<file path="src/rtl/swdiv_pkg.sv">
// Shared definitions for the pulse-swallow divider.
// Assumes: the main count is 11 bits wide in every variant; swallow counts are
// carried internally at the same width so that comparisons need no resizing.
package swdiv_pkg;

    localparam int SM_W   = 11;
    localparam int SM_MIN = 5;

    // One complete division setting as used by the counters.
    typedef struct packed {
        logic [SM_W-1:0] sm;
        logic [SM_W-1:0] ss;
    } div_cfg_t;

    // Raise a main count below the minimum to the minimum.
    function automatic logic [SM_W-1:0] clamp_main(input logic [SM_W-1:0] sm);
        return (sm < SM_W'(SM_MIN)) ? SM_W'(SM_MIN) : sm;
    endfunction

    // Keep a swallow count strictly below an already legal main count.
    function automatic logic [SM_W-1:0] clamp_swallow(input logic [SM_W-1:0] ss,
                                                      input logic [SM_W-1:0] sm);
        return (ss >= sm) ? (sm - SM_W'(1)) : ss;
    endfunction

endpackage

</file>
<file path="src/rtl/swdiv_prescaler.sv">
// Dual-modulus prescaler: a down-counter that spans P+1 clocks per period when
// long_next is high at reload time, else P clocks. pre_tc marks the final
// clock of each period.
// Assumes: long_next is valid in every clock where the counter reloads.
module swdiv_prescaler #(
    parameter int P = 64
) (
    input  logic clk,
    input  logic rst_n,
    input  logic long_next,
    output logic pre_tc
);

    localparam int PC_W = $clog2(P + 1);

    logic [PC_W-1:0] pc;

    // Terminal clock of the current prescaler period.
    assign pre_tc = (pc == '0);

    // Count down; reload with P (P+1 clocks) or P-1 (P clocks) at zero or reset.
    always_ff @(posedge clk) begin
        if (!rst_n || pc == '0) begin
            pc <= long_next ? PC_W'(P) : PC_W'(P - 1);
        end else begin
            pc <= pc - 1'b1;
        end
    end

    // between reloads the counter steps down by exactly one per clock.
    a_r3_count_down: assert property (@(posedge clk) disable iff (!rst_n)
        (pc != '0) |=> (pc == $past(pc) - 1'b1));

    // a reload picks one of the two legal moduli.
    a_r3_reload_modulus: assert property (@(posedge clk) disable iff (!rst_n)
        (pc == '0) |=> (pc == PC_W'(P) || pc == PC_W'(P - 1)));

endmodule

</file>
<file path="src/rtl/swdiv_cfg.sv">
// Settings manager: clamps incoming counts, holds a pending setting captured by
// the load strobe, and hands the counters the setting to use at the next
// reload. Also keeps the sticky illegal-setting flag.
// Assumes: boundary is high only in the last clock of a division cycle.
module swdiv_cfg
    import swdiv_pkg::*;
#(
    parameter int SS_W = 6
) (
    input  logic            clk,
    input  logic            rst_n,
    input  logic            load_en,
    input  logic [SM_W-1:0] sm_in,
    input  logic [SS_W-1:0] ss_in,
    input  logic            boundary,
    output div_cfg_t        sel,
    output logic            cfg_err
);

    logic [SM_W-1:0] ss_ext;
    logic            raw_illegal;
    div_cfg_t        clamped;
    div_cfg_t        pend;
    div_cfg_t        active;
    logic            pend_v;

    // Clamp the inputs and judge the raw pair.
    always_comb begin
        ss_ext      = SM_W'(ss_in);
        raw_illegal = (sm_in < SM_W'(SM_MIN)) || (ss_ext >= sm_in);
        clamped.sm  = clamp_main(sm_in);
        clamped.ss  = clamp_swallow(ss_ext, clamped.sm);
    end

    // Setting for the next reload: live inputs under reset or strobe, else pending, else current.
    always_comb begin
        if (!rst_n || load_en) begin
            sel = clamped;
        end else if (pend_v) begin
            sel = pend;
        end else begin
            sel = active;
        end
    end

    // Capture strobed settings and commit them at the cycle boundary.
    always_ff @(posedge clk) begin
        if (!rst_n) begin
            active <= sel;
            pend   <= '0;
            pend_v <= 1'b0;
        end else if (boundary) begin
            active <= sel;
            pend_v <= 1'b0;
        end else if (load_en) begin
            pend   <= clamped;
            pend_v <= 1'b1;
        end
    end

    // Sticky flag set by any strobe of an illegal pair.
    always_ff @(posedge clk) begin
        if (!rst_n) begin
            cfg_err <= 1'b0;
        end else if (load_en && raw_illegal) begin
            cfg_err <= 1'b1;
        end
    end

    // once raised, the flag holds until reset.
    a_r9_err_sticky: assert property (@(posedge clk) disable iff (!rst_n)
        cfg_err |=> cfg_err);

    // the committed main count is never below the minimum.
    a_r7_active_main_legal: assert property (@(posedge clk) disable iff (!rst_n)
        active.sm >= SM_W'(SM_MIN));

    // the committed swallow count is always below the committed main count.
    a_r8_active_swallow_legal: assert property (@(posedge clk) disable iff (!rst_n)
        active.ss < active.sm);

endmodule

</file>
<file path="src/rtl/swdiv_sequencer.sv">
// Main and swallow counters. Each prescaler period decrements the main count
// and, while nonzero, the swallow count. The last period of a cycle raises
// boundary for one clock, and both counts reload from the selected setting.
// Assumes: sel.ss < sel.sm and sel.sm >= 5 (guaranteed by swdiv_cfg).
module swdiv_sequencer
    import swdiv_pkg::*;
(
    input  logic     clk,
    input  logic     rst_n,
    input  logic     pre_tc,
    input  div_cfg_t sel,
    output logic     boundary,
    output logic     long_next
);

    logic [SM_W-1:0] mc;
    logic [SM_W-1:0] sw;
    logic [SM_W-1:0] sw_nxt;

    // The final prescaler clock of the last main-count period ends the cycle.
    assign boundary = pre_tc && (mc == SM_W'(1));

    // Next swallow count, used by the prescaler to choose its next modulus.
    always_comb begin
        if (!rst_n || boundary) begin
            sw_nxt = sel.ss;
        end else if (pre_tc && sw != '0) begin
            sw_nxt = sw - SM_W'(1);
        end else begin
            sw_nxt = sw;
        end
        long_next = (sw_nxt != '0);
    end

    // Swallow counter follows its next value.
    always_ff @(posedge clk) begin
        sw <= sw_nxt;
    end

    // Main counter: reload at reset or boundary, step once per prescaler period.
    always_ff @(posedge clk) begin
        if (!rst_n || boundary) begin
            mc <= sel.sm;
        end else if (pre_tc) begin
            mc <= mc - SM_W'(1);
        end
    end

    // the output pulse never lasts two clocks.
    a_r2_single_pulse: assert property (@(posedge clk) disable iff (!rst_n)
        boundary |=> !boundary);

    // a new cycle starts from the setting offered by the settings manager.
    a_r4_reload_from_sel: assert property (@(posedge clk) disable iff (!rst_n)
        boundary |=> (mc == $past(sel.sm)));

    // swallow periods are used up before the last main period.
    a_r3_swallow_below_main: assert property (@(posedge clk) disable iff (!rst_n)
        sw < mc);

    // the main count never reaches zero.
    a_r1_main_nonzero: assert property (@(posedge clk) disable iff (!rst_n)
        mc != '0);

endmodule

</file>
<file path="src/rtl/swallow_divider.sv">
// Pulse-swallow programmable divider top. One div_out pulse every
// P*SM + SS clocks, with P picked by PRESCALE_WIDE.
// Assumes: load_en is a clean synchronous strobe; counts are sampled with it.
module swallow_divider
    import swdiv_pkg::*;
#(
    parameter bit PRESCALE_WIDE = 1'b1
) (
    input  logic                                  clk,
    input  logic                                  rst_n,
    input  logic                                  load_en,
    input  logic [SM_W-1:0]                       main_cnt,
    input  logic [(PRESCALE_WIDE ? 6 : 3)-1:0]    swallow_cnt,
    output logic                                  div_out,
    output logic                                  cfg_err
);

    localparam int P    = PRESCALE_WIDE ? 64 : 8;
    localparam int SS_W = PRESCALE_WIDE ? 6 : 3;

    div_cfg_t sel;
    logic     pre_tc;
    logic     long_next;
    logic     boundary;

    swdiv_cfg #(.SS_W(SS_W)) u_cfg (
        .clk      (clk),
        .rst_n    (rst_n),
        .load_en  (load_en),
        .sm_in    (main_cnt),
        .ss_in    (swallow_cnt),
        .boundary (boundary),
        .sel      (sel),
        .cfg_err  (cfg_err)
    );

    swdiv_prescaler #(.P(P)) u_pre (
        .clk       (clk),
        .rst_n     (rst_n),
        .long_next (long_next),
        .pre_tc    (pre_tc)
    );

    swdiv_sequencer u_seq (
        .clk       (clk),
        .rst_n     (rst_n),
        .pre_tc    (pre_tc),
        .sel       (sel),
        .boundary  (boundary),
        .long_next (long_next)
    );

    assign div_out = boundary;

    // no pulse or error is visible in the clock after a reset edge.
    a_r10_quiet_after_reset: assert property (@(posedge clk)
        !rst_n |=> (!div_out && !cfg_err));

endmodule

</file>
<file path="config.mk">
export PLATFORM = sky130hd
export DESIGN_NAME = swallow_divider
export DESIGN_NICKNAME = d
export VERILOG_FILES = /design/src/rtl/swdiv_pkg.sv /design/src/rtl/swdiv_prescaler.sv /design/src/rtl/swdiv_cfg.sv /design/src/rtl/swdiv_sequencer.sv /design/src/rtl/swallow_divider.sv
export SDC_FILE = /design/constraint.sdc
export NUM_CORES = 1
export LEC_CHECK = 0
export BUFFER_PORTS_ARGS = -buffer_cell sky130_fd_sc_hd__buf_2
export CORE_ASPECT_RATIO = 1.25
export CORE_MARGIN = 4
export CORE_UTILIZATION = 55
export DETAILED_ROUTE_END_ITERATION = 8
export PLACE_DENSITY = 0.73
export RECOVER_POWER = 50
export SLEW_MARGIN = 25
export SYNTH_ARGS = -nofsm -noshare
export SYNTH_HDL_FRONTEND = slang
export SYNTH_HIERARCHICAL = 1
export SYNTH_SLANG_ARGS = --single-unit
</file>
<file path="constraint.sdc">
create_clock -name clk -period 4.15 [get_ports clk]
set_input_delay 0.415 -clock clk [delete_from_list [all_inputs] [get_ports clk]]
set_output_delay 0.415 -clock clk [all_outputs]
set_load 0.1 [all_outputs]
</file>
# Word level (Yosys, flattened, before mapping)
# Index checks and enable logic that the tools add are counted.
# classes
add_sub_neg	4
magnitude_cmp	3
eq_ne	2
n_mux	12
bitwise_logic	2
n_reduce_logical	14
# op_table
op	n
$mux W22	4
$mux W11	6
$sub A11 B1 Y11 const B	3
$ge A6 B11 Y1	2
$reduce_bool A11 Y1	2
$mux W7	2
$eq A11 B1 Y1 const B	1
$lt A11 B3 Y1 const B	1
$logic_not A7 Y1	1
$sub A7 B1 Y7 const B	1
$logic_or A1 B1 Y1	4
$logic_and A1 B1 Y1	3
$ne A2 B1 Y1 const B	1
$not A1 Y1	2
$reduce_and A2 Y1	1
$reduce_bool A2 Y1	1
$reduce_or A2 Y1	1
$logic_not A1 Y1	1
# word_totals
ff_bits	75
in_bits	20
out_inout_bits	2
word_cells	46

# Logic depth before layout (Yosys ltp)
# Gate-level depths: netlist (run 1).
# logic_depth
ltp_word	9
mapped_depth	17
depth_no_buf	16

# Hierarchy
# Netlist (run 1), hierarchy kept.
# by_module_without_submodules
mod	instances	cells_per_inst	area_per_inst_um2	seq_area_each_um2
swdiv_cfg	1	257	2504.9	1141.1
swdiv_sequencer	1	161	1408.9	550.5
swdiv_prescaler	1	40	379.1	140.1

# Least setup slack after synthesis (run 1)
# OpenSTA, ideal clock, no wires.
# synth_timing
path_kind	register -> register
start	register u_pre.pc[4]
end	register u_cfg/active[0] (netlist name) (enable)
setup_time_ns	0.383
t_arrival_ns	5.243
required_ns	3.767
setup_slack_ns	-1.476
stages_incl_launch_ff	7
n_path_buf	0
period_less_slack_ns	5.626
cell_sequence	dfxtp_1 > nor4_4 > nand2b_4 > inv_1 > or4b_4 > nor4_1 > nand2b_1
# synth_via
elab_chain_len	3
# synth_rtl
item	line	source
from (decl)	swdiv_prescaler.sv:16	logic [PC_W-1:0] pc;
from (signal assigned)	swdiv_prescaler.sv:24	pc <= long_next ? PC_W'(P) : PC_W'(P - 1);
from (signal assigned)	swdiv_prescaler.sv:26	pc <= pc - 1'b1;
$logic_not A7 Y1	swdiv_prescaler.sv:19	assign pre_tc = (pc == '0);
net pre_tc	swallow_divider.sv:22	logic pre_tc;
$logic_and A1 B1 Y1	swdiv_sequencer.sv:21	assign boundary = pre_tc && (mc == SM_W'(1));
net div_out	swallow_divider.sv:14	output logic div_out,
$ne A2 B1 Y1 (no line)	n/a	
to (signal assigned)	swdiv_cfg.sv:49	active <= sel;
to (signal assigned)	swdiv_cfg.sv:53	active <= sel;
to (decl)	swdiv_cfg.sv:24	div_cfg_t active;
# The timed path passes the listed nets, and every way through them passes these cells.
# A chain may end at the register's enable or synchronous reset.

# Worst setup path in the final report (run 1)
# layout_timing
start	register u_pre.pc[0]
end	output port div_out
# layout_via
elab_chain_len	2
# layout_rtl
item	line
$logic_not A7 Y1	swdiv_prescaler.sv:19
net pre_tc	swallow_divider.sv:22
$logic_and A1 B1 Y1	swdiv_sequencer.sv:21
to (decl)	swallow_divider.sv:14
# The timed path passes the listed nets, and every way through them passes these cells.

==> metrics.txt, run 1 <==
# TYPE chip_impl_metric gauge
chip_impl_info{name="status",value="finished, final reports clean"} 1
chip_impl_info{name="cp-end-kind",value="primary output"} 1
chip_impl_metric{name="total_leakage_power",unit="nW"} 1.81
chip_impl_metric{name="fmaxAchievable",unit="GHz"} 0.267
chip_impl_metric{name="groute.usage.overall",unit="%"} 22.0
chip_impl_metric{name="flow.area_growth_from_synthesis",unit="%"} 8.42
chip_impl_info{name="worst_setup_start_kind",value="flop"} 1
chip_impl_metric{name="p_per_area",unit="nW/um2"} 369
chip_impl_metric{name="worst_ep_arrival_time",unit="ns"} 3.33
chip_impl_metric{name="synth_cell_types",unit=""} 67
chip_impl_metric{name="dieArea",unit="um2"} 9290
chip_impl_metric{name="largest_net_degree_at_the_start_of_global_routing",unit=""} 24
chip_impl_metric{name="r2r_setup_slack",unit="ns"} 0.43
chip_impl_metric{name="synthesis.instances",unit=""} 458
chip_impl_metric{name="switchingPower",unit="uW"} 482
chip_impl_metric{name="setup_slack",unit="ns"} 0.408
chip_impl_metric{name="floorplan.io_pins",unit=""} 22
chip_impl_metric{name="grt-ovfl-total",unit=""} 0
chip_impl_metric{name="report.final.hold_viol_count",unit=""} 0
chip_impl_metric{name="holdWs",unit="ns"} 0.334
chip_impl_metric{name="cts.clk_slew.worst_paths",unit="ns"} 0.08
chip_impl_metric{name="report.final.slew_viol_count",unit=""} 0
chip_impl_metric{name="required",unit="ns"} 3.73
chip_impl_metric{name="cts.repair_timing.setup_buffer_count",unit=""} 0
chip_impl_metric{name="final_cell_area",unit="um2"} 4650
chip_impl_metric{name="fraction_of_post_synthesis_cell_area_in_the_top_cell_type_by_area",unit="%"} 23.1
chip_impl_metric{name="fraction_of_the_cycle_the_final_worst_path_needs",unit="%"} 90.2
chip_impl_info{name="ys.flop_type",value="sky130_fd_sc_hd__dfxtp_1"} 1
chip_impl_metric{name="clockPowerShare",unit="%"} 32.8
chip_impl_metric{name="shortest_period_the_worst_path_allows",unit="ns"} 3.74
chip_impl_metric{name="postSynthRegisterBits",unit=""} 75
chip_impl_metric{name="finalClockSkew",unit="ns"} 0.00987
chip_impl_info{name="most-common-layout-cells",value="sky130_fd_sc_hd__nand2_1, sky130_fd_sc_hd__dfxtp_1, sky130_fd_sc_hd__edfxtp_1"} 1
chip_impl_metric{name="wl_per_cell",unit="um"} 16.9
chip_impl_metric{name="post-place-ws",unit="ns"} 0.221
chip_impl_metric{name="fin_tns_setup",unit="ns"} 0
chip_impl_metric{name="seqPwrFrac",unit="%"} 50.8
chip_impl_info{name="ctsRootBufferMaster",value="sky130_fd_sc_hd__clkbuf_8"} 1
chip_impl_metric{name="initial_utilization",unit="%"} 57.3
chip_impl_metric{name="fraction_of_synthesis_flops_using_an_asynchronous_set_or_reset_pin",unit="%"} 0
chip_impl_metric{name="number_of_global_route_vias_before_repair",unit=""} 3417
chip_impl_metric{name="core",unit="um2"} 7490
chip_impl_metric{name="setup_viol_count_final",unit=""} 0
chip_impl_metric{name="remaining_drc_errors",unit=""} 0
chip_impl_metric{name="slew_headroom",unit="%"} 23.0
chip_impl_metric{name="via_count",unit=""} 3512
chip_impl_metric{name="crit_fanout",unit=""} 7
chip_impl_metric{name="post_cts_repair_resize_count",unit=""} 0
chip_impl_metric{name="die_y",unit="um"} 107
chip_impl_info{name="grt_setup_unrepaired",value="false"} 1
chip_impl_metric{name="number_of_buffers_created_by_cts",unit=""} 9
chip_impl_metric{name="cell_internal_power_dissipation",unit="mW"} 1.24
chip_impl_metric{name="ctsHtreeMaxLevel",unit=""} 3
chip_impl_metric{name="synth-warning-count",unit=""} 6
chip_impl_metric{name="initialDrtViolationCount",unit=""} 231
chip_impl_metric{name="syn-cell-area",unit="um2"} 4290
chip_impl_metric{name="grt_antenna_before_repair",unit=""} 0
chip_impl_metric{name="cts_max_path_buffers",unit=""} 2
chip_impl_metric{name="syn-num-nets",unit=""} 496
chip_impl_info{name="area_contributors_post_synth",value="sky130_fd_sc_hd__edfxtp_1, sky130_fd_sc_hd__dfxtp_1, sky130_fd_sc_hd__nand2_1"} 1
chip_impl_metric{name="vias_per_cell",unit=""} 6.11
chip_impl_metric{name="dpl.hpwl",unit="mm"} 7.21
chip_impl_metric{name="p_sw_share",unit="%"} 28.1
chip_impl_metric{name="ir_drop",unit="mV"} 0.188
chip_impl_metric{name="numPortBuffers",unit=""} 21
chip_impl_metric{name="synthesis.area_per_instance",unit="um2"} 9.37
chip_impl_info{name="most_common_cell_after_layout_fill_and_taps_aside",value="sky130_fd_sc_hd__nand2_1"} 1
chip_impl_metric{name="comb_power_share",unit="%"} 16.4
chip_impl_metric{name="cts.hold.buffers_added",unit=""} 0
chip_impl_metric{name="final_antenna_net_count",unit=""} 0
chip_impl_metric{name="tightest_slew",unit="ns"} 1.16
chip_impl_info{name="cts_tree",value="yes"} 1
chip_impl_metric{name="fp.dieW",unit="um"} 87.0
chip_impl_info{name="timing.hold.worst.class",value="input pin to flop"} 1
chip_impl_metric{name="ys_seq_area_share",unit="%"} 42.7
chip_impl_metric{name="num-nets-final",unit=""} 516
chip_impl_info{name="cell_type_with_the_largest_total_area_after_synthesis",value="sky130_fd_sc_hd__edfxtp_1"} 1
chip_impl_metric{name="drt-total-wl",unit="mm"} 9.73
chip_impl_metric{name="rows",unit=""} 35
chip_impl_metric{name="drt_pass1_iterations",unit=""} 4
chip_impl_metric{name="synth-edff-count",unit=""} 33
chip_impl_info{name="critical_path_class",value="flop to primary output"} 1
chip_impl_metric{name="placed_inst_area",unit="um2"} 4510
chip_impl_metric{name="drv.max_cap_violation_count",unit=""} 0
chip_impl_metric{name="tritoncts_num_sinks",unit=""} 75
chip_impl_metric{name="finalWeightedCongestion",unit=""} 0.923
chip_impl_metric{name="worst_skew_pair.late_latency",unit="ns"} 0.34
chip_impl_metric{name="grt_first_pass_wirelength",unit="mm"} 16.4
chip_impl_metric{name="fraction_of_final_layout_cells_with_drive_strength_greater_than_1",unit="%"} 11.0
chip_impl_metric{name="final_core_utilization",unit="%"} 62.2
chip_impl_metric{name="antenna_cells_inserted",unit=""} 0
## power by group through the flow
stage                     clock network, mW  registers (mW)  logic [mW]
after global routing                  0.606           0.880       0.317
after CTS                             0.576           0.873       0.284
after detailed placement                  0           0.889       0.283
after global placement                    0           0.886       0.274
final                                 0.563           0.873       0.281
after floorplan                           0           0.876       0.213
## cell families (layout without fill, tap and decap cells)
family	after synthesis	after routing	share of synthesized area [%]
AOI/OAI and AO/OA	119	119	19.8
xor gates and xnor gates	16	16	3.26
adders and majority gates	18	18	5.25
buffers and inverters	44	69	4.20
DFF	75	75	42.7
muxes	18	18	4.20
and+or+nand+nor	168	168	20.7
## worst max-delay path, stage by stage, from the launching register on
cell and delay [ns]:
sky130_fd_sc_hd__dfxtp_1 0.32, sky130_fd_sc_hd__inv_1 0.10, sky130_fd_sc_hd__ha_1 0.19, sky130_fd_sc_hd__nand2b_1 0.11, sky130_fd_sc_hd__nand2b_1 0.31, sky130_fd_sc_hd__inv_1 0.27
sky130_fd_sc_hd__or4b_1 0.55, sky130_fd_sc_hd__nor4_1 0.58, sky130_fd_sc_hd__buf_2 0.55
## through the flow
stage               instances  power (mW)
floorplan                 458        1.09
finish                    575        1.72
CTS                       575        1.73
detailed placement        559        1.17
global route              575        1.80
global placement          559        1.16
## path summary, 6_finish.rpt
path	start	end	cells past startpoint
max reg2reg	u_pre/pc[0]	u_cfg/pend[3]	11
max	u_pre/pc[0]	div_out	8
min	main_cnt[6]	u_cfg/pend[17]	3
min reg2reg	u_cfg/pend[11]	u_cfg/pend[11]	2
## routing by layer
| metal | vias to the layer above | part of all wire [%] | GRT usage [%] | routed length, um |
|---|---|---|---|---|
| met4 | 0 | 1.6 | 7.91 | 160 |
| met5 | - | 0 | 0 | 0 |
| met3 | 15 | 4.8 | 3.23 | 464 |
| met1 | 1669 | 45 | 28.7 | 4410 |
| li1 | 1726 | - | - | - |
| met2 | 102 | 48 | 36.6 | 4690 |
## synthesized netlist by cell type, types with 9 or more instances
master and number:
sky130_fd_sc_hd__o21ai_1 15, sky130_fd_sc_hd__clkbuf_1 12, sky130_fd_sc_hd__o211ai_1 9, sky130_fd_sc_hd__nor2_1 28, sky130_fd_sc_hd__ha_1 18, sky130_fd_sc_hd__edfxtp_1 33, sky130_fd_sc_hd__inv_1 21, sky130_fd_sc_hd__nand2_1 62
sky130_fd_sc_hd__nand2b_1 12, sky130_fd_sc_hd__a31oi_1 9, sky130_fd_sc_hd__o21ai_0 20, sky130_fd_sc_hd__mux2i_1 18, sky130_fd_sc_hd__a21oi_1 20, sky130_fd_sc_hd__dfxtp_1 42
## sequential cells by signal (all words and copies together) (netlist names)
name,cells
u_cfg/cfg_err,1
u_seq/mc,11
u_seq/sw,11
u_cfg/pend_v,1
u_pre/pc,7
u_cfg/pend,22
u_cfg/active,22
## final cells by class
cell class                      count  area, um2
Fill cell                         639       2830
Multi-Input combinational cell    339       2270
Sequential cell                    75       1830
Timing Repair Buffer               31        165
Clock buffer                       11        141
Tap cell                           92        115
Inverter                           22       82.6
Clock inverter                      5       52.6
No activity file was read; power rests on OpenSTA's default activity.
==> run 2, diff against run 1 <==
- clock period: 4.15 -> 4.5 ns (I/O delays scaled with it)
==> run 2 against run 1 <==
Flip-flop and latch count unchanged; final area hardly changed; clock skew is 0.0073 ns higher; die area stayed put; utilization is essentially flat; setup slack improved by 0.25 ns; total power down 3.4%; final cell count fell by 0.70%; clock power up 6.6%; sequential power shrank 7.7%; largest power group unchanged.
==> metrics.txt, run 2 (same netlist as run 1, synthesis figures left out) <==
# TYPE chip_impl_metric gauge
chip_impl_metric{name="comb_power_share",unit="%"} 15.3
chip_impl_metric{name="grt_use_met1",unit="%"} 29.0
chip_impl_info{name="critical_path_class",value="input pin to flop"} 1
chip_impl_metric{name="report.final.hold_viol_count",unit=""} 0
chip_impl_metric{name="grt_antenna_before_repair",unit=""} 0
chip_impl_metric{name="fmaxAchievable",unit="GHz"} 0.260
chip_impl_metric{name="tightest_slew",unit="ns"} 1.28
chip_impl_metric{name="floorplan.io_pins",unit=""} 22
chip_impl_metric{name="number_of_global_route_vias_before_repair",unit=""} 3358
chip_impl_metric{name="slew_headroom",unit="%"} 14.8
chip_impl_metric{name="grt-ovfl-total",unit=""} 0
chip_impl_metric{name="p_sw_share",unit="%"} 27.7
chip_impl_metric{name="initialDrtViolationCount",unit=""} 299
chip_impl_metric{name="dpl.cell_count",unit=""} 555
chip_impl_metric{name="rows",unit=""} 35
chip_impl_metric{name="p_per_area",unit="nW/um2"} 356
chip_impl_info{name="cts_tree",value="yes"} 1
chip_impl_metric{name="final_cell_area",unit="um2"} 4660
chip_impl_metric{name="r2r_setup_slack",unit="ns"} 0.78
chip_impl_metric{name="core",unit="um2"} 7490
chip_impl_metric{name="final_antenna_net_count",unit=""} 0
chip_impl_metric{name="initial_utilization",unit="%"} 57.3
chip_impl_metric{name="grt_first_pass_wirelength",unit="mm"} 16.0
chip_impl_info{name="status",value="finished, final reports clean"} 1
chip_impl_metric{name="fraction_of_final_layout_cells_with_drive_strength_greater_than_1",unit="%"} 10.4
chip_impl_metric{name="timing.reg2reg.worst_path_depth",unit=""} 12
chip_impl_metric{name="seqPwrFrac",unit="%"} 48.5
chip_impl_info{name="worst_setup_start_kind",value="input pin"} 1
chip_impl_metric{name="die_y",unit="um"} 107
chip_impl_metric{name="crit_fanout",unit=""} 7
chip_impl_metric{name="placed_inst_area",unit="um2"} 4470
chip_impl_metric{name="drt_pass1_iterations",unit=""} 5
chip_impl_info{name="grt-busiest-layer",value="met2"} 1
chip_impl_metric{name="drt-total-wl",unit="mm"} 9.69
chip_impl_metric{name="number_of_buffers_created_by_cts",unit=""} 9
chip_impl_metric{name="setup_viol_count_final",unit=""} 0
chip_impl_metric{name="holdWs",unit="ns"} 0.373
chip_impl_metric{name="fp.dieW",unit="um"} 87.0
chip_impl_metric{name="tritoncts_num_sinks",unit=""} 75
chip_impl_metric{name="ctsHtreeMaxLevel",unit=""} 3
chip_impl_info{name="timing.hold.worst.class",value="input pin to flop"} 1
chip_impl_info{name="worstReg2RegStart",value="u_pre/pc[0]"} 1
chip_impl_metric{name="required",unit="ns"} 4.76
chip_impl_info{name="top_regs",value="u_cfg/active x22, u_cfg/pend x22"} 1
chip_impl_metric{name="fraction_of_the_cycle_the_final_worst_path_needs",unit="%"} 85.3
chip_impl_metric{name="cts_max_path_buffers",unit=""} 2
chip_impl_metric{name="shortest_period_the_worst_path_allows",unit="ns"} 3.84
chip_impl_metric{name="groute.usage.overall",unit="%"} 21.8
chip_impl_metric{name="finalClockSkew",unit="ns"} 0.0172
chip_impl_metric{name="cell_internal_power_dissipation",unit="mW"} 1.20
chip_impl_metric{name="post_cts_repair_resize_count",unit=""} 0
chip_impl_metric{name="clockPowerShare",unit="%"} 36.1
chip_impl_metric{name="cts.repair_timing.setup_buffer_count",unit=""} 0
chip_impl_metric{name="drv.max_cap_violation_count",unit=""} 0
chip_impl_info{name="grt_setup_unrepaired",value="false"} 1
chip_impl_metric{name="numPortBuffers",unit=""} 21
chip_impl_metric{name="dpl.hpwl",unit="mm"} 6.97
chip_impl_info{name="ctsRootBufferMaster",value="sky130_fd_sc_hd__clkbuf_8"} 1
chip_impl_metric{name="remaining_drc_errors",unit=""} 0
chip_impl_info{name="endpoint",value="u_pre/pc[0]"} 1
chip_impl_info{name="most-common-layout-cells",value="sky130_fd_sc_hd__nand2_1, sky130_fd_sc_hd__dfxtp_1, sky130_fd_sc_hd__edfxtp_1"} 1
chip_impl_metric{name="largest_net_degree_at_the_start_of_global_routing",unit=""} 29
chip_impl_metric{name="total_leakage_power",unit="nW"} 1.80
chip_impl_metric{name="grt_use_met2",unit="%"} 33.9
chip_impl_metric{name="flow.area_growth_from_synthesis",unit="%"} 8.48
chip_impl_metric{name="dieArea",unit="um2"} 9290
chip_impl_metric{name="via_count",unit=""} 3495
chip_impl_metric{name="finalWeightedCongestion",unit=""} 0.918
chip_impl_metric{name="worst_ep_arrival_time",unit="ns"} 4.10
chip_impl_metric{name="ir_drop",unit="mV"} 0.268
chip_impl_metric{name="antenna_cells_inserted",unit=""} 0
chip_impl_metric{name="worst_skew_pair.late_latency",unit="ns"} 0.36
chip_impl_info{name="crit_start",value="main_cnt[4]"} 1
chip_impl_metric{name="hold-path-cell-count",unit=""} 3
chip_impl_info{name="worst_r2r_dst",value="u_pre/pc[0]"} 1
chip_impl_metric{name="fin_tns_setup",unit="ns"} 0
chip_impl_info{name="cp-end-kind",value="flop"} 1
chip_impl_metric{name="n_fill_cell",unit=""} 651
chip_impl_metric{name="cts.hold.buffers_added",unit=""} 0
chip_impl_metric{name="vias_per_cell",unit=""} 6.12
chip_impl_metric{name="cts.clk_slew.worst_paths",unit="ns"} 0.08
chip_impl_info{name="most_common_cell_after_layout_fill_and_taps_aside",value="sky130_fd_sc_hd__nand2_1"} 1
chip_impl_metric{name="switchingPower",unit="uW"} 460
chip_impl_metric{name="global_route_met3_utilization",unit="%"} 4.53
chip_impl_metric{name="num-nets-final",unit=""} 512
chip_impl_metric{name="instances_no_fill",unit=""} 571
chip_impl_metric{name="wl_per_cell",unit="um"} 17.0
chip_impl_metric{name="report.final.slew_viol_count",unit=""} 0
run 2: stage by stage:
step | utilization (%) | power (mW) | setup slack (ns)
detailed placement | 59.6 | 1.08 | 0.513
global route | 62.2 | 1.73 | 0.338
finish | 62.2 | 1.66 | 0.660
CTS | 62.8 | 1.68 | 0.863
floorplan | - | 1.00 | 0.177
global placement | 59.6 | 1.07 | 0.611
run 2: layer usage:
metal	up-vias	share of wire, %
met5	-	0
met4	0	2.9
met3	24	5.7
met2	116	47
met1	1641	44
li1	1714	-
run 2: worst min-delay path by stage:
stage,endpoint,slack (ns),start
floorplan,u_pre/pc[0],0.43,u_pre/pc[0]
global placement,u_cfg/pend[17],0.44,u_cfg/pend[17]
detailed placement,u_cfg/pend[16],0.45,u_cfg/pend[16]
CTS,u_cfg/pend[17],0.36,main_cnt[6]
global route,u_cfg/pend[17],0.36,main_cnt[6]
finish,u_cfg/pend[17],0.37,main_cnt[6]
run 2: worst max-delay path: stages:
cell and delay [ns]:
sky130_fd_sc_hd__clkbuf_1 0.17, sky130_fd_sc_hd__nor3_4 0.34, sky130_fd_sc_hd__nand3_1 0.17, sky130_fd_sc_hd__o21ai_0 0.17
sky130_fd_sc_hd__clkbuf_1 0.21, sky130_fd_sc_hd__ha_1 0.27, sky130_fd_sc_hd__nand2_1 0.06, sky130_fd_sc_hd__o21ai_0 0.15
sky130_fd_sc_hd__a221o_1 0.44, sky130_fd_sc_hd__nand2_1 0.17, sky130_fd_sc_hd__o311ai_0 0.20, sky130_fd_sc_hd__or4_1 0.58
sky130_fd_sc_hd__o31ai_1 0.08, sky130_fd_sc_hd__nand4b_1 0.21, sky130_fd_sc_hd__a21boi_4 0.21, sky130_fd_sc_hd__a31oi_1 0.20
run 2: power by group through the flow:
stage	Clock [mW]	Sequential [mW]	Combinational, mW
floorplan	0	0.807	0.195
global placement	0	0.818	0.249
detailed placement	0	0.820	0.256
CTS	0.613	0.805	0.257
global route	0.635	0.813	0.285
finish	0.600	0.806	0.254
run 2: cell type report:
cell class | count | area [um2] | share of cell area (%)
timing repair buffer | 27 | 131 | 2.82
clock buffer | 10 | 138 | 2.96
inverter | 22 | 82.6 | 1.77
tap | 92 | 115 | 2.47
sequential | 75 | 1830 | 39.3
clock inverter | 6 | 95.1 | 2.04
multi-input combinational | 339 | 2260 | 48.6
==> run 3, diff against run 2 <==
- CORE_UTILIZATION: 55 -> 54
- CTS_CLUSTER_SIZE: not set -> 20
- PLACE_DENSITY: 0.73 -> 0.72
- SYNTH_HIERARCHICAL: 1 -> not set
==> run 3 against run 2 <==
The run now ends with max-capacitance violations, max-slew violations left; sequential power grew 6.0%; synthesized area is 2.8% lower; sequential share of layout area up 1.3 points; register-to-register slack improved by 0.05 ns; flip-flop and latch count unchanged; setup slack gained 0.091 ns; die area fell by 0.95%; critical endpoint is now u_pre.pc[6].
==> metrics.txt, run 3 <==
# TYPE chip_impl_metric gauge
chip_impl_info{name="status",value="finished with violations"} 1
chip_impl_info{name="failed_checks",value="max-capacitance violations, max-slew violations"} 1
chip_impl_metric{name="drt_pass1_iterations",unit=""} 5
chip_impl_metric{name="cts.clk_slew.worst_paths",unit="ns"} 0.09
chip_impl_metric{name="largest_net_degree_at_the_start_of_global_routing",unit=""} 44
chip_impl_metric{name="synth-warning-count",unit=""} 0
chip_impl_metric{name="final_cell_area",unit="um2"} 4510
chip_impl_info{name="most_common_cell_after_layout_fill_and_taps_aside",value="sky130_fd_sc_hd__nand2_1"} 1
chip_impl_metric{name="initialDrtViolationCount",unit=""} 306
chip_impl_metric{name="setup_viol_count_final",unit=""} 0
chip_impl_metric{name="initial_utilization",unit="%"} 56.0
chip_impl_info{name="post_synth_most_frequent_cells",value="sky130_fd_sc_hd__nand2_1, sky130_fd_sc_hd__dfxtp_1, sky130_fd_sc_hd__nor2_1"} 1
chip_impl_metric{name="r2r_setup_slack",unit="ns"} 0.83
chip_impl_info{name="worst_r2r_dst",value="u_pre.pc[6]"} 1
chip_impl_metric{name="final_antenna_net_count",unit=""} 0
chip_impl_metric{name="n_fill_cell",unit=""} 667
chip_impl_info{name="ys.flop_type",value="sky130_fd_sc_hd__dfxtp_1"} 1
chip_impl_info{name="area_contributors_post_synth",value="sky130_fd_sc_hd__edfxtp_1, sky130_fd_sc_hd__dfxtp_1, sky130_fd_sc_hd__ha_1"} 1
chip_impl_metric{name="numPortBuffers",unit=""} 21
chip_impl_metric{name="wl_per_cell",unit="um"} 16.5
chip_impl_metric{name="drt-total-wl",unit="mm"} 9.38
chip_impl_metric{name="report.final.hold_viol_count",unit=""} 0
chip_impl_info{name="cts_tree",value="yes"} 1
chip_impl_metric{name="total_leakage_power",unit="nW"} 1.74
chip_impl_metric{name="crit_fanout",unit=""} 9
chip_impl_metric{name="setup_slack",unit="ns"} 0.750
chip_impl_info{name="critical_path_class",value="input pin to flop"} 1
chip_impl_metric{name="cts.repair_timing.setup_buffer_count",unit=""} 0
chip_impl_info{name="synth.most_common_cell",value="sky130_fd_sc_hd__nand2_1"} 1
chip_impl_metric{name="grt_antenna_before_repair",unit=""} 0
chip_impl_metric{name="grt_first_pass_wirelength",unit="mm"} 16.1
chip_impl_metric{name="drv.max_cap_violation_count",unit=""} 1
chip_impl_metric{name="fraction_of_post_synthesis_cell_area_in_the_top_cell_type_by_area",unit="%"} 23.8
chip_impl_info{name="grt_setup_unrepaired",value="false"} 1
chip_impl_metric{name="syn-num-nets",unit=""} 492
chip_impl_metric{name="remaining_drc_errors",unit=""} 0
chip_impl_metric{name="postSynthRegisterBits",unit=""} 75
chip_impl_metric{name="via_count",unit=""} 3380
chip_impl_info{name="min_from",value="main_cnt[10]"} 1
chip_impl_metric{name="rows",unit=""} 35
chip_impl_info{name="worstHoldEndpoint",value="u_cfg.pend[21]"} 1
chip_impl_metric{name="fin_tns_setup",unit="ns"} 0
chip_impl_metric{name="cts.hold.buffers_added",unit=""} 0
chip_impl_metric{name="required",unit="ns"} 4.74
chip_impl_metric{name="tritoncts_num_sinks",unit=""} 75
chip_impl_metric{name="p_per_area",unit="nW/um2"} 383
chip_impl_metric{name="holdWs",unit="ns"} 0.351
chip_impl_metric{name="cts_max_path_buffers",unit=""} 2
chip_impl_info{name="most-common-layout-cells",value="sky130_fd_sc_hd__nand2_1, sky130_fd_sc_hd__nor2_1, sky130_fd_sc_hd__dfxtp_1"} 1
chip_impl_metric{name="finalWeightedCongestion",unit=""} 0.846
chip_impl_metric{name="slew_headroom",unit="%"} -77.1
chip_impl_metric{name="hold-path-cell-count",unit=""} 3
chip_impl_metric{name="ctsHtreeMaxLevel",unit=""} 3
chip_impl_metric{name="shortest_period_the_worst_path_allows",unit="ns"} 3.75
chip_impl_metric{name="synthesis.area_per_instance",unit="um2"} 9.21
chip_impl_info{name="cell_type_with_the_largest_total_area_after_synthesis",value="sky130_fd_sc_hd__edfxtp_1"} 1
chip_impl_metric{name="fraction_of_synthesis_flops_using_an_asynchronous_set_or_reset_pin",unit="%"} 0
chip_impl_metric{name="synthesis.instances",unit=""} 453
chip_impl_info{name="worstReg2RegStart",value="u_seq.mc[0]"} 1
chip_impl_metric{name="antenna_cells_inserted",unit=""} 0
chip_impl_metric{name="die_y",unit="um"} 106
chip_impl_metric{name="flow.area_growth_from_synthesis",unit="%"} 8.13
chip_impl_metric{name="number_of_global_route_vias_before_repair",unit=""} 3307
chip_impl_metric{name="groute.usage.overall",unit="%"} 22.0
chip_impl_metric{name="floorplan.io_pins",unit=""} 22
chip_impl_metric{name="tightest_slew",unit="ns"} 2.63
chip_impl_metric{name="timing.reg2reg.worst_path_depth",unit=""} 12
chip_impl_metric{name="fraction_of_the_cycle_the_final_worst_path_needs",unit="%"} 83.3
chip_impl_metric{name="synth_cell_types",unit=""} 65
chip_impl_info{name="cp-end-kind",value="flop"} 1
chip_impl_metric{name="fraction_of_final_layout_cells_with_drive_strength_greater_than_1",unit="%"} 11.4
chip_impl_metric{name="post-place-ws",unit="ns"} 0.474
chip_impl_metric{name="synth-edff-count",unit=""} 33
chip_impl_metric{name="final_core_utilization",unit="%"} 60.6
chip_impl_metric{name="syn-cell-area",unit="um2"} 4170
chip_impl_metric{name="post_cts_repair_resize_count",unit=""} 0
chip_impl_metric{name="finalClockSkew",unit="ns"} 0.0118
chip_impl_metric{name="vias_per_cell",unit=""} 5.96
chip_impl_metric{name="placed_inst_area",unit="um2"} 4350
chip_impl_metric{name="worst_ep_arrival_time",unit="ns"} 3.99
chip_impl_info{name="top_regs",value="u_cfg.active x22, u_cfg.pend x22"} 1
chip_impl_metric{name="report.final.slew_viol_count",unit=""} 22
chip_impl_metric{name="ys_seq_area_share",unit="%"} 43.9
chip_impl_metric{name="core",unit="um2"} 7440
chip_impl_metric{name="fp.dieW",unit="um"} 86.6
chip_impl_metric{name="fmaxAchievable",unit="GHz"} 0.267
chip_impl_metric{name="num-nets-final",unit=""} 509
chip_impl_metric{name="grt-ovfl-total",unit=""} 0
chip_impl_metric{name="dpl.hpwl",unit="mm"} 6.59
chip_impl_metric{name="number_of_buffers_created_by_cts",unit=""} 9
chip_impl_info{name="ctsRootBufferMaster",value="sky130_fd_sc_hd__clkbuf_8"} 1
chip_impl_metric{name="ir_drop",unit="mV"} 0.237
chip_impl_info{name="timing.hold.worst.class",value="input pin to flop"} 1
chip_impl_metric{name="dieArea",unit="um2"} 9200
chip_impl_metric{name="worst_skew_pair.late_latency",unit="ns"} 0.35
chip_impl_info{name="worst_setup_start_kind",value="input pin"} 1
## run 3: changes by cell type after synthesis, sizes merged, moves of 4 or more
cell	change
nor2	+14
a21oi	+13
nand2	-8
nand2b	-8
o211ai	-7
xnor2	+7
a21o	+5
a31oi	-5
buf	-5
or3	-5
a211oi	+4
nor3b	+4
## run 3: layer usage
metal / track usage, % / up-vias / wire length [um]
met2: 34.5 / 85 / 4450
met1: 29.8 / 1608 / 4340
met5: 0 / - / 0
li1: - / 1671 / -
met3: 2.71 / 16 / 394
met4: 10.8 / 0 / 197
## run 3: logic make-up (layout without fill, tap and decap cells)
group | Yosys count | in the layout | share of synthesized area, %
AOI/OAI and AO/OA | 117 | 117 | 17.8
buffers and inverters | 38 | 60 | 3.51
and+or+nand+nor | 162 | 162 | 19.6
muxes | 21 | 21 | 5.10
xor gates and xnor gates | 21 | 21 | 4.41
adders and majority gates | 19 | 19 | 5.70
DFF | 75 | 75 | 43.9
## run 3: per-stage QoR
step	total power, mW	instances
6_report	1.73	567
5_1_grt	1.83	567
4_1_cts	1.74	567
3_5_place_dp	1.25	551
3_3_place_gp	1.23	551
2_1_floorplan	1.15	453
## run 3: power breakdown
| part | internal (mW) | leakage (nW) | total [mW] | switching, mW |
|---|---|---|---|---|
| Combinational | 0.158 | 0.972 | 0.383 | 0.224 |
| Clock | 0.235 | 0.0914 | 0.490 | 0.255 |
| Sequential | 0.794 | 0.676 | 0.854 | 0.0599 |
| Total | 1.19 | 1.74 | 1.73 | 0.539 |
## run 3: cell type report
type | count | area (um2) | area share, %
Clock buffer | 11 | 153 | 3.38
Clock inverter | 5 | 35.0 | 0.777
Inverter | 20 | 75.1 | 1.66
Multi-Input combinational cell | 340 | 2180 | 48.3
Sequential cell | 75 | 1830 | 40.6
Tap cell | 92 | 115 | 2.55
Timing Repair Buffer | 24 | 120 | 2.66
## run 3: worst max-delay path, stage by stage
cell                        delay [ns]
sky130_fd_sc_hd__clkbuf_1         0.09
sky130_fd_sc_hd__nor4_1           0.57
sky130_fd_sc_hd__and2_0           0.30
sky130_fd_sc_hd__a21oi_1          0.17
sky130_fd_sc_hd__inv_2            0.11
sky130_fd_sc_hd__ha_1             0.11
sky130_fd_sc_hd__nand2b_1         0.10
sky130_fd_sc_hd__a31oi_1          0.10
sky130_fd_sc_hd__o21ai_1          0.49
sky130_fd_sc_hd__a21boi_0         0.25
sky130_fd_sc_hd__o31a_2           0.41
sky130_fd_sc_hd__nor4_1           0.39
sky130_fd_sc_hd__o2111ai_2        0.27
sky130_fd_sc_hd__o21a_1           0.17
## run 3: how the worst max path moves through the flow
| stage | start | endpoint | slack (ns) | cells after the start |
|---|---|---|---|---|
| 2_1_floorplan | u_pre.pc[2] | u_seq.mc[0] | 0.43 | 8 |
| 3_3_place_gp | main_cnt[7] | u_pre.pc[6] | 0.63 | 14 |
| 3_5_place_dp | main_cnt[7] | u_pre.pc[6] | 0.47 | 14 |
| 4_1_cts | main_cnt[7] | u_pre.pc[6] | 0.85 | 14 |
| 5_1_grt | main_cnt[7] | u_pre.pc[6] | 0.48 | 14 |
| 6_report | main_cnt[7] | u_pre.pc[6] | 0.75 | 14 |
